## config.mk

```make
export PLATFORM = sky130hd
export DESIGN_NAME = fill_tracker
export DESIGN_NICKNAME = d
export VERILOG_FILES = /design/src/rtl/fill_pkg.sv /design/src/rtl/fill_pick.sv /design/src/rtl/fill_age.sv /design/src/rtl/fill_slot.sv /design/src/rtl/fill_tracker.sv
export SDC_FILE = /design/constraint.sdc
export NUM_CORES = 1
export LEC_CHECK = 0
export ABC_CLOCK_PERIOD_IN_PS = 2810
export CAP_MARGIN = 5
export CORE_MARGIN = 2
export CORE_UTILIZATION = 50
export DETAILED_ROUTE_END_ITERATION = 8
export HOLD_SLACK_MARGIN = 0.02
export PLACE_DENSITY = 0.7
export SLEW_MARGIN = 40
export SYNTH_ARGS = -nofsm -noshare
export SYNTH_HDL_FRONTEND = slang
export SYNTH_SLANG_ARGS = --single-unit
export TNS_END_PERCENT = 5
```

## constraint.sdc

```tcl
create_clock -name clk -period 2.81 [get_ports clk]
set_clock_uncertainty 0.2 [all_clocks]
set_input_delay 0.4215 -clock clk [delete_from_list [all_inputs] [get_ports clk]]
set_output_delay 0.4215 -clock clk [all_outputs]
set_load 0.01 [all_outputs]
```

## src/rtl/fill_pkg.sv

```systemverilog
package fill_pkg;
  localparam int unsigned DEF_NBUF       = 4;
  localparam int unsigned DEF_AW         = 32;
  localparam int unsigned DEF_LINE_BYTES = 16;
  localparam int unsigned DEF_BEAT_BYTES = 4;
endpackage

```

## src/rtl/fill_pick.sv

```systemverilog
// Selects the oldest candidate: a candidate with no older candidate in its age row.
module fill_pick #(
  parameter int unsigned N = 4
) (
  input  logic [N-1:0][N-1:0] age_i,
  input  logic [N-1:0]        cand_i,
  output logic [N-1:0]        pick_o
);
  for (genvar i = 0; i < N; i++) begin : g_pick
    assign pick_o[i] = cand_i[i] & ~|(age_i[i] & cand_i);
  end
endmodule

```

## src/rtl/fill_age.sv

```systemverilog
// Pairwise age matrix: row i holds the buffers older than buffer i.
module fill_age #(
  parameter int unsigned N = 4
) (
  input  logic               clk,
  input  logic               rst,
  input  logic [N-1:0]       alloc_i,
  input  logic [N-1:0]       free_i,
  input  logic [N-1:0]       busy_i,
  output logic [N-1:0][N-1:0] age_o
);
  logic [N-1:0][N-1:0] age_q;

  for (genvar i = 0; i < N; i++) begin : g_row
    always_ff @(posedge clk) begin
      if (rst)             age_q[i] <= '0;
      else if (alloc_i[i]) age_q[i] <= busy_i & ~free_i;
      else                 age_q[i] <= age_q[i] & ~free_i;
    end
  end

  assign age_o = age_q;
endmodule

```

## src/rtl/fill_slot.sv

```systemverilog
// One line fill buffer: beat counters, wrap-around beat indices and per-beat error flags.
module fill_slot #(
  parameter int unsigned AW         = 32,
  parameter int unsigned LINE_BYTES = 16,
  parameter int unsigned BEAT_BYTES = 4
) (
  input  logic                          clk,
  input  logic                          rst,
  input  logic                          alloc_i,
  input  logic [AW-1:$clog2(BEAT_BYTES)] alloc_beat_i,
  input  logic                          stale_i,
  input  logic                          grant_i,
  input  logic                          squash_i,
  input  logic                          wait_i,
  input  logic                          resp_i,
  input  logic                          resp_err_i,
  input  logic                          take_i,
  input  logic                          free_i,
  output logic                          busy_o,
  output logic                          stale_o,
  output logic                          want_o,
  output logic                          has_out_o,
  output logic                          avail_o,
  output logic                          drained_o,
  output logic [AW-1:0]                 req_addr_o,
  output logic [AW-1:0]                 out_addr_o,
  output logic                          out_err_o,
  output logic [$clog2(LINE_BYTES/BEAT_BYTES):0] ext_cnt_o,
  output logic [$clog2(LINE_BYTES/BEAT_BYTES):0] rvd_cnt_o,
  output logic [$clog2(LINE_BYTES/BEAT_BYTES):0] out_cnt_o
);
  localparam int unsigned BEATS = LINE_BYTES / BEAT_BYTES;
  localparam int unsigned BW    = $clog2(BEATS);
  localparam int unsigned LW    = $clog2(LINE_BYTES);
  localparam int unsigned OW    = $clog2(BEAT_BYTES);
  localparam int unsigned CW    = BW + 1;

  logic              busy_q, stale_q, hold_q, stop_q, done_q;
  logic [AW-1:LW]    line_q;
  logic [BW-1:0]     first_q;
  logic [CW-1:0]     ext_q, rvd_q, out_q;
  logic [BEATS-1:0]  err_q;
  logic [BW-1:0]     ext_beat, rvd_beat, out_beat;

  assign ext_beat = first_q + ext_q[BW-1:0];
  assign rvd_beat = first_q + rvd_q[BW-1:0];
  assign out_beat = first_q + out_q[BW-1:0];

  assign want_o    = busy_q & ~stop_q & (ext_q < CW'(BEATS)) & (~stale_q | hold_q);
  assign avail_o   = (rvd_q > out_q) | err_q[out_beat];
  assign has_out_o = busy_q & ~stale_q & ~done_q;
  assign drained_o = busy_q & ~want_o & (rvd_q == ext_q) & (stale_q | done_q);

  assign req_addr_o = {line_q, ext_beat, {OW{1'b0}}};
  assign out_addr_o = {line_q, out_beat, {OW{1'b0}}};
  assign out_err_o  = err_q[out_beat];
  assign busy_o     = busy_q;
  assign stale_o    = stale_q;
  assign ext_cnt_o  = ext_q;
  assign rvd_cnt_o  = rvd_q;
  assign out_cnt_o  = out_q;

  always_ff @(posedge clk) begin
    if (rst) begin
      busy_q <= 1'b0; stale_q <= 1'b0; hold_q <= 1'b0; stop_q <= 1'b0; done_q <= 1'b0;
      line_q <= '0; first_q <= '0; ext_q <= '0; rvd_q <= '0; out_q <= '0; err_q <= '0;
    end else if (alloc_i) begin
      busy_q  <= 1'b1; stale_q <= 1'b0; hold_q <= 1'b0; stop_q <= 1'b0; done_q <= 1'b0;
      line_q  <= alloc_beat_i[AW-1:LW];
      first_q <= alloc_beat_i[LW-1:OW];
      ext_q   <= '0; rvd_q <= '0; out_q <= '0; err_q <= '0;
    end else begin
      if (free_i) busy_q <= 1'b0;
      if (stale_i && busy_q) stale_q <= 1'b1;
      if (wait_i) hold_q <= 1'b1;
      if (grant_i) begin
        ext_q  <= ext_q + 1'b1;
        hold_q <= 1'b0;
      end
      if (squash_i) begin
        err_q[ext_beat] <= 1'b1;
        stop_q          <= 1'b1;
        hold_q          <= 1'b0;
      end
      if (resp_i) begin
        rvd_q <= rvd_q + 1'b1;
        if (resp_err_i) err_q[rvd_beat] <= 1'b1;
      end
      if (take_i) begin
        out_q <= out_q + 1'b1;
        if (err_q[out_beat] || out_q == CW'(BEATS - 1)) done_q <= 1'b1;
      end
    end
  end
endmodule

```

## src/rtl/fill_tracker.sv

```systemverilog
module fill_tracker #(
  parameter int unsigned NBUF       = fill_pkg::DEF_NBUF,
  parameter int unsigned AW         = fill_pkg::DEF_AW,
  parameter int unsigned LINE_BYTES = fill_pkg::DEF_LINE_BYTES,
  parameter int unsigned BEAT_BYTES = fill_pkg::DEF_BEAT_BYTES
) (
  input  logic                           clk,
  input  logic                           rst,
  input  logic                           fetch_en_i,
  input  logic                           redirect_i,
  input  logic [AW-1:$clog2(BEAT_BYTES)] redirect_beat_i,
  output logic                           mem_req_o,
  output logic [AW-1:0]                  mem_addr_o,
  input  logic                           mem_gnt_i,
  input  logic                           mem_perr_i,
  input  logic                           mem_rvalid_i,
  input  logic                           mem_rerr_i,
  output logic                           out_valid_o,
  output logic [AW-1:0]                  out_addr_o,
  output logic                           out_err_o,
  input  logic                           out_ready_i
);
  localparam int unsigned BEATS = LINE_BYTES / BEAT_BYTES;
  localparam int unsigned BW    = $clog2(BEATS);
  localparam int unsigned LW    = $clog2(LINE_BYTES);
  localparam int unsigned OW    = $clog2(BEAT_BYTES);
  localparam int unsigned CW    = BW + 1;
  localparam logic [AW-LW-1:0] LINE_ONE = 1;

  logic [NBUF-1:0]            busy, stale, want, has_out, avail, drained;
  logic [NBUF-1:0][AW-1:0]    req_addr, beat_addr;
  logic [NBUF-1:0]            beat_err;
  logic [NBUF-1:0][CW-1:0]    ext_cnt, rvd_cnt, out_cnt;
  logic [NBUF-1:0][NBUF-1:0]  age;
  logic [NBUF-1:0]            req_pick, resp_pick, out_pick, resp_cand;
  logic [NBUF-1:0]            grant_v, squash_v, wait_v, resp_v, take_v, alloc_v, free_oh;
  logic [AW-1:OW]             pf_q;
  logic                       pf_valid_q, alloc_go;

  // Next line to open; set by a redirect, then stepped one line per opened buffer.
  always_ff @(posedge clk) begin
    if (rst) begin
      pf_q       <= '0;
      pf_valid_q <= 1'b0;
    end else if (redirect_i) begin
      pf_q       <= redirect_beat_i;
      pf_valid_q <= 1'b1;
    end else if (alloc_go) begin
      pf_q <= {pf_q[AW-1:LW] + LINE_ONE, {(LW-OW){1'b0}}};
    end
  end

  always_comb begin
    free_oh = '0;
    for (int i = NBUF - 1; i >= 0; i--) begin
      if (!busy[i]) free_oh = NBUF'(1) << i;
    end
  end

  assign alloc_go = fetch_en_i & ~redirect_i & pf_valid_q & |free_oh;
  assign alloc_v  = free_oh & {NBUF{alloc_go}};

  for (genvar i = 0; i < NBUF; i++) begin : g_cand
    assign resp_cand[i] = busy[i] & (rvd_cnt[i] < ext_cnt[i]);
  end

  fill_age #(.N(NBUF)) age_i (
    .clk(clk), .rst(rst), .alloc_i(alloc_v), .free_i(drained), .busy_i(busy), .age_o(age)
  );

  fill_pick #(.N(NBUF)) pick_req_i  (.age_i(age), .cand_i(want),      .pick_o(req_pick));
  fill_pick #(.N(NBUF)) pick_resp_i (.age_i(age), .cand_i(resp_cand), .pick_o(resp_pick));
  fill_pick #(.N(NBUF)) pick_out_i  (.age_i(age), .cand_i(has_out),   .pick_o(out_pick));

  assign grant_v  = req_pick & {NBUF{mem_gnt_i & ~mem_perr_i}};
  assign squash_v = req_pick & {NBUF{mem_perr_i}};
  assign wait_v   = req_pick & {NBUF{~mem_gnt_i & ~mem_perr_i}};
  assign resp_v   = resp_pick & {NBUF{mem_rvalid_i}};
  assign take_v   = out_pick & avail & {NBUF{out_ready_i & ~redirect_i}};

  for (genvar i = 0; i < NBUF; i++) begin : g_slot
    fill_slot #(.AW(AW), .LINE_BYTES(LINE_BYTES), .BEAT_BYTES(BEAT_BYTES)) slot_i (
      .clk(clk), .rst(rst),
      .alloc_i(alloc_v[i]), .alloc_beat_i(pf_q), .stale_i(redirect_i),
      .grant_i(grant_v[i]), .squash_i(squash_v[i]), .wait_i(wait_v[i]),
      .resp_i(resp_v[i]), .resp_err_i(mem_rerr_i), .take_i(take_v[i]), .free_i(drained[i]),
      .busy_o(busy[i]), .stale_o(stale[i]), .want_o(want[i]), .has_out_o(has_out[i]),
      .avail_o(avail[i]), .drained_o(drained[i]),
      .req_addr_o(req_addr[i]), .out_addr_o(beat_addr[i]), .out_err_o(beat_err[i]),
      .ext_cnt_o(ext_cnt[i]), .rvd_cnt_o(rvd_cnt[i]), .out_cnt_o(out_cnt[i])
    );
  end

  always_comb begin
    mem_addr_o = '0;
    out_addr_o = '0;
    out_err_o  = 1'b0;
    for (int i = 0; i < NBUF; i++) begin
      mem_addr_o = mem_addr_o | (req_addr[i] & {AW{req_pick[i]}});
      out_addr_o = out_addr_o | (beat_addr[i] & {AW{out_pick[i]}});
      out_err_o  = out_err_o | (beat_err[i] & out_pick[i]);
    end
  end

  assign mem_req_o   = |req_pick;
  assign out_valid_o = |(out_pick & avail);
endmodule

```

==> results of run 1 <==
==> path summary, 6_finish.rpt <==
path                                                               start                                    endpoint  slack, ps
worst max-delay path                g_slot[3].slot_i.done_q$_SDFFE_PP0P_                               out_addr_o[5]       -290
worst min-delay path                                                 rst                        pf_q[3]$_SDFFE_PP0P_        230
worst max register to register      g_slot[1].slot_i.done_q$_SDFFE_PP0P_  g_slot[1].slot_i.out_cnt_o[2]$_SDFFE_PP0P_        160
worst min register to register  g_slot[2].slot_i.line_q[13]$_SDFFE_PP0P_    g_slot[2].slot_i.line_q[13]$_SDFFE_PP0P_        270
==> layer usage <==
layer | part of all wire, % | GRT usage [%]
met1 | 40 | 40.4
met2 | 47 | 51.4
met3 | 9.3 | 5.21
met4 | 4.2 | 11.9
met5 | 0 | 0
==> cell type report <==
type | count | area, sq um | area share (%)
multi-input combinational | 1168 | 7400 | 46.1
clock buffer | 41 | 787 | 4.91
tap | 324 | 405 | 2.53
timing repair buffer | 268 | 2410 | 15.1
inverter | 36 | 135 | 0.843
clock inverter | 6 | 91.3 | 0.570
sequential | 239 | 4800 | 30.0
==> report_power, final <==
part / leakage, nW / switching [W] / total [W] / internal (W)
clock: 0.433 / 0.00144 / 0.00354 / 0.00210
combinational: 3.86 / 0.000253 / 0.000443 / 0.000191
sequential: 1.94 / 0.0000558 / 0.00348 / 0.00342
total: 6.23 / 0.00175 / 0.00746 / 0.00571
==> cell usage after synthesis, types with 5 or more instances <==
cell type / number
a211oi_1: 7
a21oi_1: 196
a22oi_1: 124
a31oi_1: 13
a32oi_1: 5
a41oi_1: 9
and3b_1: 9
and4_1: 6
and4b_1: 8
buf_1: 6
buf_2: 30
clkbuf_1: 82
dfxtp_1: 239
ha_1: 53
inv_1: 36
mux2i_1: 29
nand2_1: 341
nand2b_1: 19
nand3_1: 34
nand3b_1: 9
nand4_1: 22
nand4b_1: 9
nor2_1: 92
nor2b_1: 18
nor3_1: 10
nor3b_1: 7
nor4bb_1: 12
o21a_1: 5
o21ai_0: 28
xnor2_1: 28
xor2_1: 10
==> flip-flops by register name (all words and copies together), names as in the netlist <==
name / count
g_slot.slot_i.line_q: 112
pf_q: 30
age_i.age_o: 16
g_slot.slot_i.err_q: 16
g_slot.slot_i.ext_cnt_o: 12
g_slot.slot_i.out_cnt_o: 12
g_slot.slot_i.rvd_cnt_o: 12
g_slot.slot_i.first_q: 8
g_slot.slot_i.busy_o: 4
g_slot.slot_i.done_q: 4
g_slot.slot_i.hold_q: 4
g_slot.slot_i.stale_o: 4
g_slot.slot_i.stop_q: 4
pf_valid_q: 1
==> what timing repair did <==
action | in CTS | in global routing
hold endpoints to repair | 1 | 0
resized for setup | 311 | 69
setup endpoints to repair | 63 | 64
gates cloned | 3 | 4
hold buffers | 1 | 0
setup buffers | 25 | 4
pin swaps | 24 | 39
==> cell families (layout without fill, tap and decap cells) <==
kind of cell	count (synthesis)	count (layout)	synth area share (%)
buffers and inverters	160	351	5.26
AO/OA/AOI/OAI	409	409	20.3
adder cells (fa/ha/maj)	53	53	5.32
other	1	4	0.0301
XOR/XNOR	42	42	3.39
multiplexers	35	35	2.90
flip-flops	239	239	38.4
AND/OR/NAND/NOR	625	625	24.4
==> metrics by stage <==
stage,worst slack [ps],instances
after floorplan,386,1567
after global placement,-83.0,2002
after detailed placement,-136,2002
after CTS,-284,2077
after global routing,-334,2082
final,-294,2082
==> out/qor.yml, run 1 <==
status: "finished, violations left"
violations: "setup timing"
avgSynthCellArea_sq_um: 7.96
synth_area_leaders: "dfxtp_1, nand2_1, a21oi_1"
mappedNetlistArea_sq_mm: 0.0125
yosysSeqAreaShare_pct: 38.4
layout_common_cells: "nand2_1, dfxtp_1, a21oi_1"
synthCells: 1564
dp_hpwl_microns: 27400
cts.sinks: 239
vias: 12700
start_util_pct: 51.1
critPathMaxStageDelay_ps: 560
die_w_microns: 162
crit_type: "register to output pin"
r2r_cells: 10
routedWlPerCell_microns: 20.5
via_per_inst: 6.08
power.density_mw_per_mm2: 465
startpoint_type: "register"
finalWorstSetupSlack_ps: -294
ctsLongestPathBuffers: 3
layout.cells.most_common: "nand2_1"
yosysTopAreaCell: "dfxtp_1"
synth_edf_count: 0
holdWs_ps: 235
relSlewSlack_pct: 50.0
cts_tree: "yes"
track_usage_pct: 31.0
crit_fanout: 8
portBuffers: 101
worstPathCellList: "or4b_4, nor4_4, buf_6, buf_12, a22oi_2, nand2_1, buf_2"
place_area_sq_mm: 0.0146
first_pass_iters: 5
drtIter0Drc: 1384
num_io_pins: 106
synth_seq_cells: 239
min_path_cells: 2
grt_setup_unrepaired: "yes"
async_flop_share_pct: 0
grt_overflow_total: 0
maxCapViolCount: 0
crit_cells: 7
worst_pin_slew_ps: 750
worstPathRequired_ps: 2190
fp.dieH_microns: 162
fin_crit_ps: 3100
final_util_pct: 65.7
finalCritPeriodShare_pct: 110
dieArea_sq_mm: 0.0262
antenna_found_initial: 0
first_global_vias: 12000
insertion_delay_ps: 560
grt_first_pass_wirelength_microns: 64600
synth.top_cell.area_share_pct: 38.4
antennaDiodeCount: 0
final_area_sq_mm: 0.0160
grt_max_degree: 60
numCtsBuffers: 26
rows: 57
final.setup.tns_ps: -12000
fmax_mhz: 322
clock-root-buffer: "clkbuf_16"
peakVddDrop_mv: 0.413
cpLargestDelayFamily: "simple AND/OR/NAND/NOR gates"
leakagePower_nw: 6.23
wirelength_microns: 42800
cp.arrival_ps: 2480
end_kind: "output pin"
finalSetupViolCount: 63
clk_pin_slew_ps: 60
yosysUniqueCellTypes: 64
ys_warn_count: 0
drive_above_1_share_pct: 21.2
syn_to_final_growth_pct: 28.7
report.final.slew_viol_count: 0
hold_path.class: "primary input to register"
fp.coreArea_sq_mm: 0.0244
nets: 1831
synth_top_flop_cell: "dfxtp_1"
place.gp.congestion: 0.984
crit_buf_inv: 3
slowest_stage: "or4b_4"
hold_violations: 0
fill_cells: 2046
drc_errors: 0
htree_levels: 1
ant_nets: 0
power_w: 0.00746
Power figures use the tool's default switching activity.
==> inputs of run 2 (changes only) <==
--- a/config.mk
+++ b/config.mk
@@ -10,6 +10,7 @@
 export CORE_MARGIN = 2
 export CORE_UTILIZATION = 50
 export DETAILED_ROUTE_END_ITERATION = 8
+export GPL_ROUTABILITY_DRIVEN = 0
 export HOLD_SLACK_MARGIN = 0.02
 export PLACE_DENSITY = 0.7
 export SLEW_MARGIN = 40
==> run 2 against run 1 <==
Effect of this change: the run still ends with setup timing left; total power is 0.19% lower; sequential power hardly changed; setup slack worse by 97 ps; core utilization is 1.1 points higher; global-route usage is 0.54 points higher; register-to-register slack worse by 50 ps; via count is 0.24% higher; die area stayed put; hold slack better by 7.2 ps; largest power group unchanged.
==> out/qor.yml, run 2 (same netlist as run 1, synthesis figures left out) <==
grt_first_pass_wirelength_microns: 65800  # +1.8%
grt_setup_unrepaired: "yes"
htree_levels: 1  # unchanged
cp.arrival_ps: 2580  # +100 ps
fp.dieH_microns: 162  # unchanged
portBuffers: 101  # unchanged
first_pass_iters: 5  # unchanged
antennaDiodeCount: 0  # unchanged
dp_hpwl_microns: 27300  # -0.40%
peakVddDrop_mv: 0.375  # -9.2%
endpoint: "out_addr_o[19]"
clock-root-buffer: "clkbuf_16"
power.density_mw_per_mm2: 457  # -1.9%
register_area_sq_mm: 0.00480  # about the same
finalSetupViolCount: 63  # unchanged
fmax_mhz: 312  # -3.0%
power_frac_seq_pct: 46.7  # about the same
via_per_inst: 6.06  # -0.34%
largest_reg_flops: 112  # unchanged
layout.cells.most_common: "nand2_1"
drc_errors: 0  # unchanged
p_sw_w: 0.00179  # +2.3%
reg2reg_slack_ps: 110  # -50 ps
r2r_cells: 11  # +1
startpoint_type: "register"
crit_top_cell: "buf_6"
swShare_pct: 24.0  # +0.58 points
grt_max_degree: 62  # +3.3%
rows: 57  # unchanged
die_w_microns: 162  # unchanged
violations: "setup timing"
p_comb_share_pct: 5.8  # about the same
hold_violations: 0  # unchanged
multiInputGateArea_sq_mm: 0.00756  # +2.1%
numCtsBuffers: 27  # +3.8%
pre_cts_slack_ps: -120  # +16.0 ps
antenna_found_initial: 0  # unchanged
dp.cells: 1999  # -0.15%
drtIter0Drc: 1375  # -0.65%
maxCapViolCount: 0  # unchanged
report.final.slew_viol_count: 0  # unchanged
clk_pin_slew_ps: 60  # about the same
syn_to_final_growth_pct: 30.9
drive_above_1_share_pct: 23.9  # +2.7 points
relSlewSlack_pct: 49.3  # -0.64 points
crit-reg2reg-launch: "g_slot[3].slot_i.busy_o$_SDFFE_PP0P_"
dieArea_sq_mm: 0.0262  # unchanged
finalCritPeriodShare_pct: 114  # +3.5 points
internal_power_w: 0.00566  # -0.94%
hold_path.class: "primary input to register"
power.share.clock_pct: 47.5  # about the same
vias: 12700  # +0.24%
num_io_pins: 106  # unchanged
instances_no_fill: 2094  # +0.58%
cts_tree: "yes"
track_usage_pct: 31.5  # +0.54 points
r2r-end: "g_slot[3].slot_i.ext_cnt_o[1]$_SDFFE_PP0P_"
crit_cells: 9  # +2
holdWs_ps: 242  # +7.17 ps
cp-startpoint: "g_slot[0].slot_i.busy_o$_SDFFE_PP0P_"
cts.sinks: 239  # unchanged
crit_fanout: 9  # +1
fin_crit_ps: 3200  # +97.2 ps
worstPathRequired_ps: 2190  # about the same
crit_type: "register to output pin"
status: "finished, violations left"
ctsLongestPathBuffers: 3  # unchanged
wirelength_microns: 43800  # +2.4%
layout_common_cells: "nand2_1, dfxtp_1, a21oi_1"
reg.largest.list: "g_slot.slot_i.line_q (112), pf_q (30)"
nets: 1841  # +0.55%
slowest_stage: "nor4bb_1"
first_global_vias: 12300  # +2.4%
end_kind: "output pin"
crit_buf_inv: 5  # +2
routedWlPerCell_microns: 20.9  # +1.9%
insertion_delay_ps: 550  # about the same
ant_nets: 0  # unchanged
finalWorstSetupSlack_ps: -391  # -97.2 ps
fp.coreArea_sq_mm: 0.0244  # unchanged
critPathMaxStageDelay_ps: 450  # -110 ps
cpLargestDelayFamily: "buffers and inverters"
worst_pin_slew_ps: 760  # +9.62 ps
regMostFlops: "g_slot.slot_i.line_q"
worstPathCellList: "buf_6, nor4bb_1, buf_4, nor4_4, buf_6, clkbuf_16, a22oi_1, nand2_1, buf_2"
fill_cells: 1997  # -2.4%
start_util_pct: 51.1  # unchanged
leakagePower_nw: 6.29  # +1.0%
grt_overflow_total: 0  # unchanged
==> run 2: cell count changes in the layout (fill, tap and decap cells not counted), moves of 2 or more <==
cell        before  now
a22oi_1         86   55
a22oi_2         38   69
buf_6           19   28
clkinv_2         3    8
clkbuf_8         8    4
buf_4          120  123
buf_8            6    3
clkinvlp_4       0    3
buf_12          19   21
buf_16           1    3
clkbuf_1         7    5
nand3_1         34   32
nand3_2          0    2
==> run 2: worst min-delay path: stages <==
cell and delay (ps):
clkdlybuf4s50_1 400, nand2_1 60, a31oi_1 60
==> run 2: final cells by class <==
class                           instances  area share, %
Clock buffer                           36           4.60
Clock inverter                         14          0.806
Inverter                               36          0.829
Multi-Input combinational cell       1168           46.3
Sequential cell                       239           29.5
Tap cell                              324           2.49
Timing Repair Buffer                  277           15.5
==> run 2: routing by layer <==
layer / track usage [%] / up-vias / share of wire, % / routed length, microns
met4: 13.8 / 0 / 4.9 / 2140
met1: 40.9 / 6018 / 40 / 17700
met5: 0 / - / 0 / 0
met3: 4.47 / 166 / 7.8 / 3420
met2: 52.3 / 631 / 47 / 20500
li1: - / 5879 / - / -
==> run 2: metrics by stage <==
step           area (sq um)  total power, W  util (%)  TNS [ps]
5_1_grt               16300         0.00763      66.8    -15060
3_3_place_gp          14600         0.00393      59.7      -448
6_report              16300         0.00745      66.8    -12760
4_1_cts               15900         0.00744      65.1    -10880
3_5_place_dp          14600         0.00394      59.7      -454
2_1_floorplan         12500         0.00374         -         0
==> run 2: how the worst min path moves through the flow <==
stage	start	to	slack, ps	cells after the start
3_5_place_dp	g_slot[0].slot_i.line_q[7]$_SDFFE_PP0P_	g_slot[0].slot_i.line_q[7]$_SDFFE_PP0P_	260	2
2_1_floorplan	g_slot[1].slot_i.stop_q$_SDFFE_PP0N_	g_slot[1].slot_i.stop_q$_SDFFE_PP0N_	240	2
3_3_place_gp	g_slot[0].slot_i.line_q[7]$_SDFFE_PP0P_	g_slot[0].slot_i.line_q[7]$_SDFFE_PP0P_	250	2
4_1_cts	redirect_i	g_slot[1].slot_i.stale_o$_SDFFE_PP0P_	210	4
6_report	redirect_beat_i[22]	pf_q[22]$_SDFFE_PP0P_	240	3
5_1_grt	rst	pf_q[4]$_SDFFE_PP0P_	240	2
==> run 2: power by group through the flow <==
stage | Combinational (W) | Sequential [W] | Clock [W]
final | 0.000430 | 0.00348 | 0.00354
after global routing | 0.000454 | 0.00348 | 0.00369
after CTS | 0.000402 | 0.00348 | 0.00356
after detailed placement | 0.000384 | 0.00355 | 0
after global placement | 0.000379 | 0.00355 | 0
after floorplan | 0.000216 | 0.00352 | 0
==> run 2: what timing repair did <==
item | 4_1_cts | 5_1_grt
hold buffers | 0 | 0
gates cloned | 6 | 4
pin swaps | 43 | 48
setup endpoints to repair | 63 | 63
gates resized for setup | 341 | 82
buffers inserted | 23 | 15
hold endpoints to repair | 0 | 0
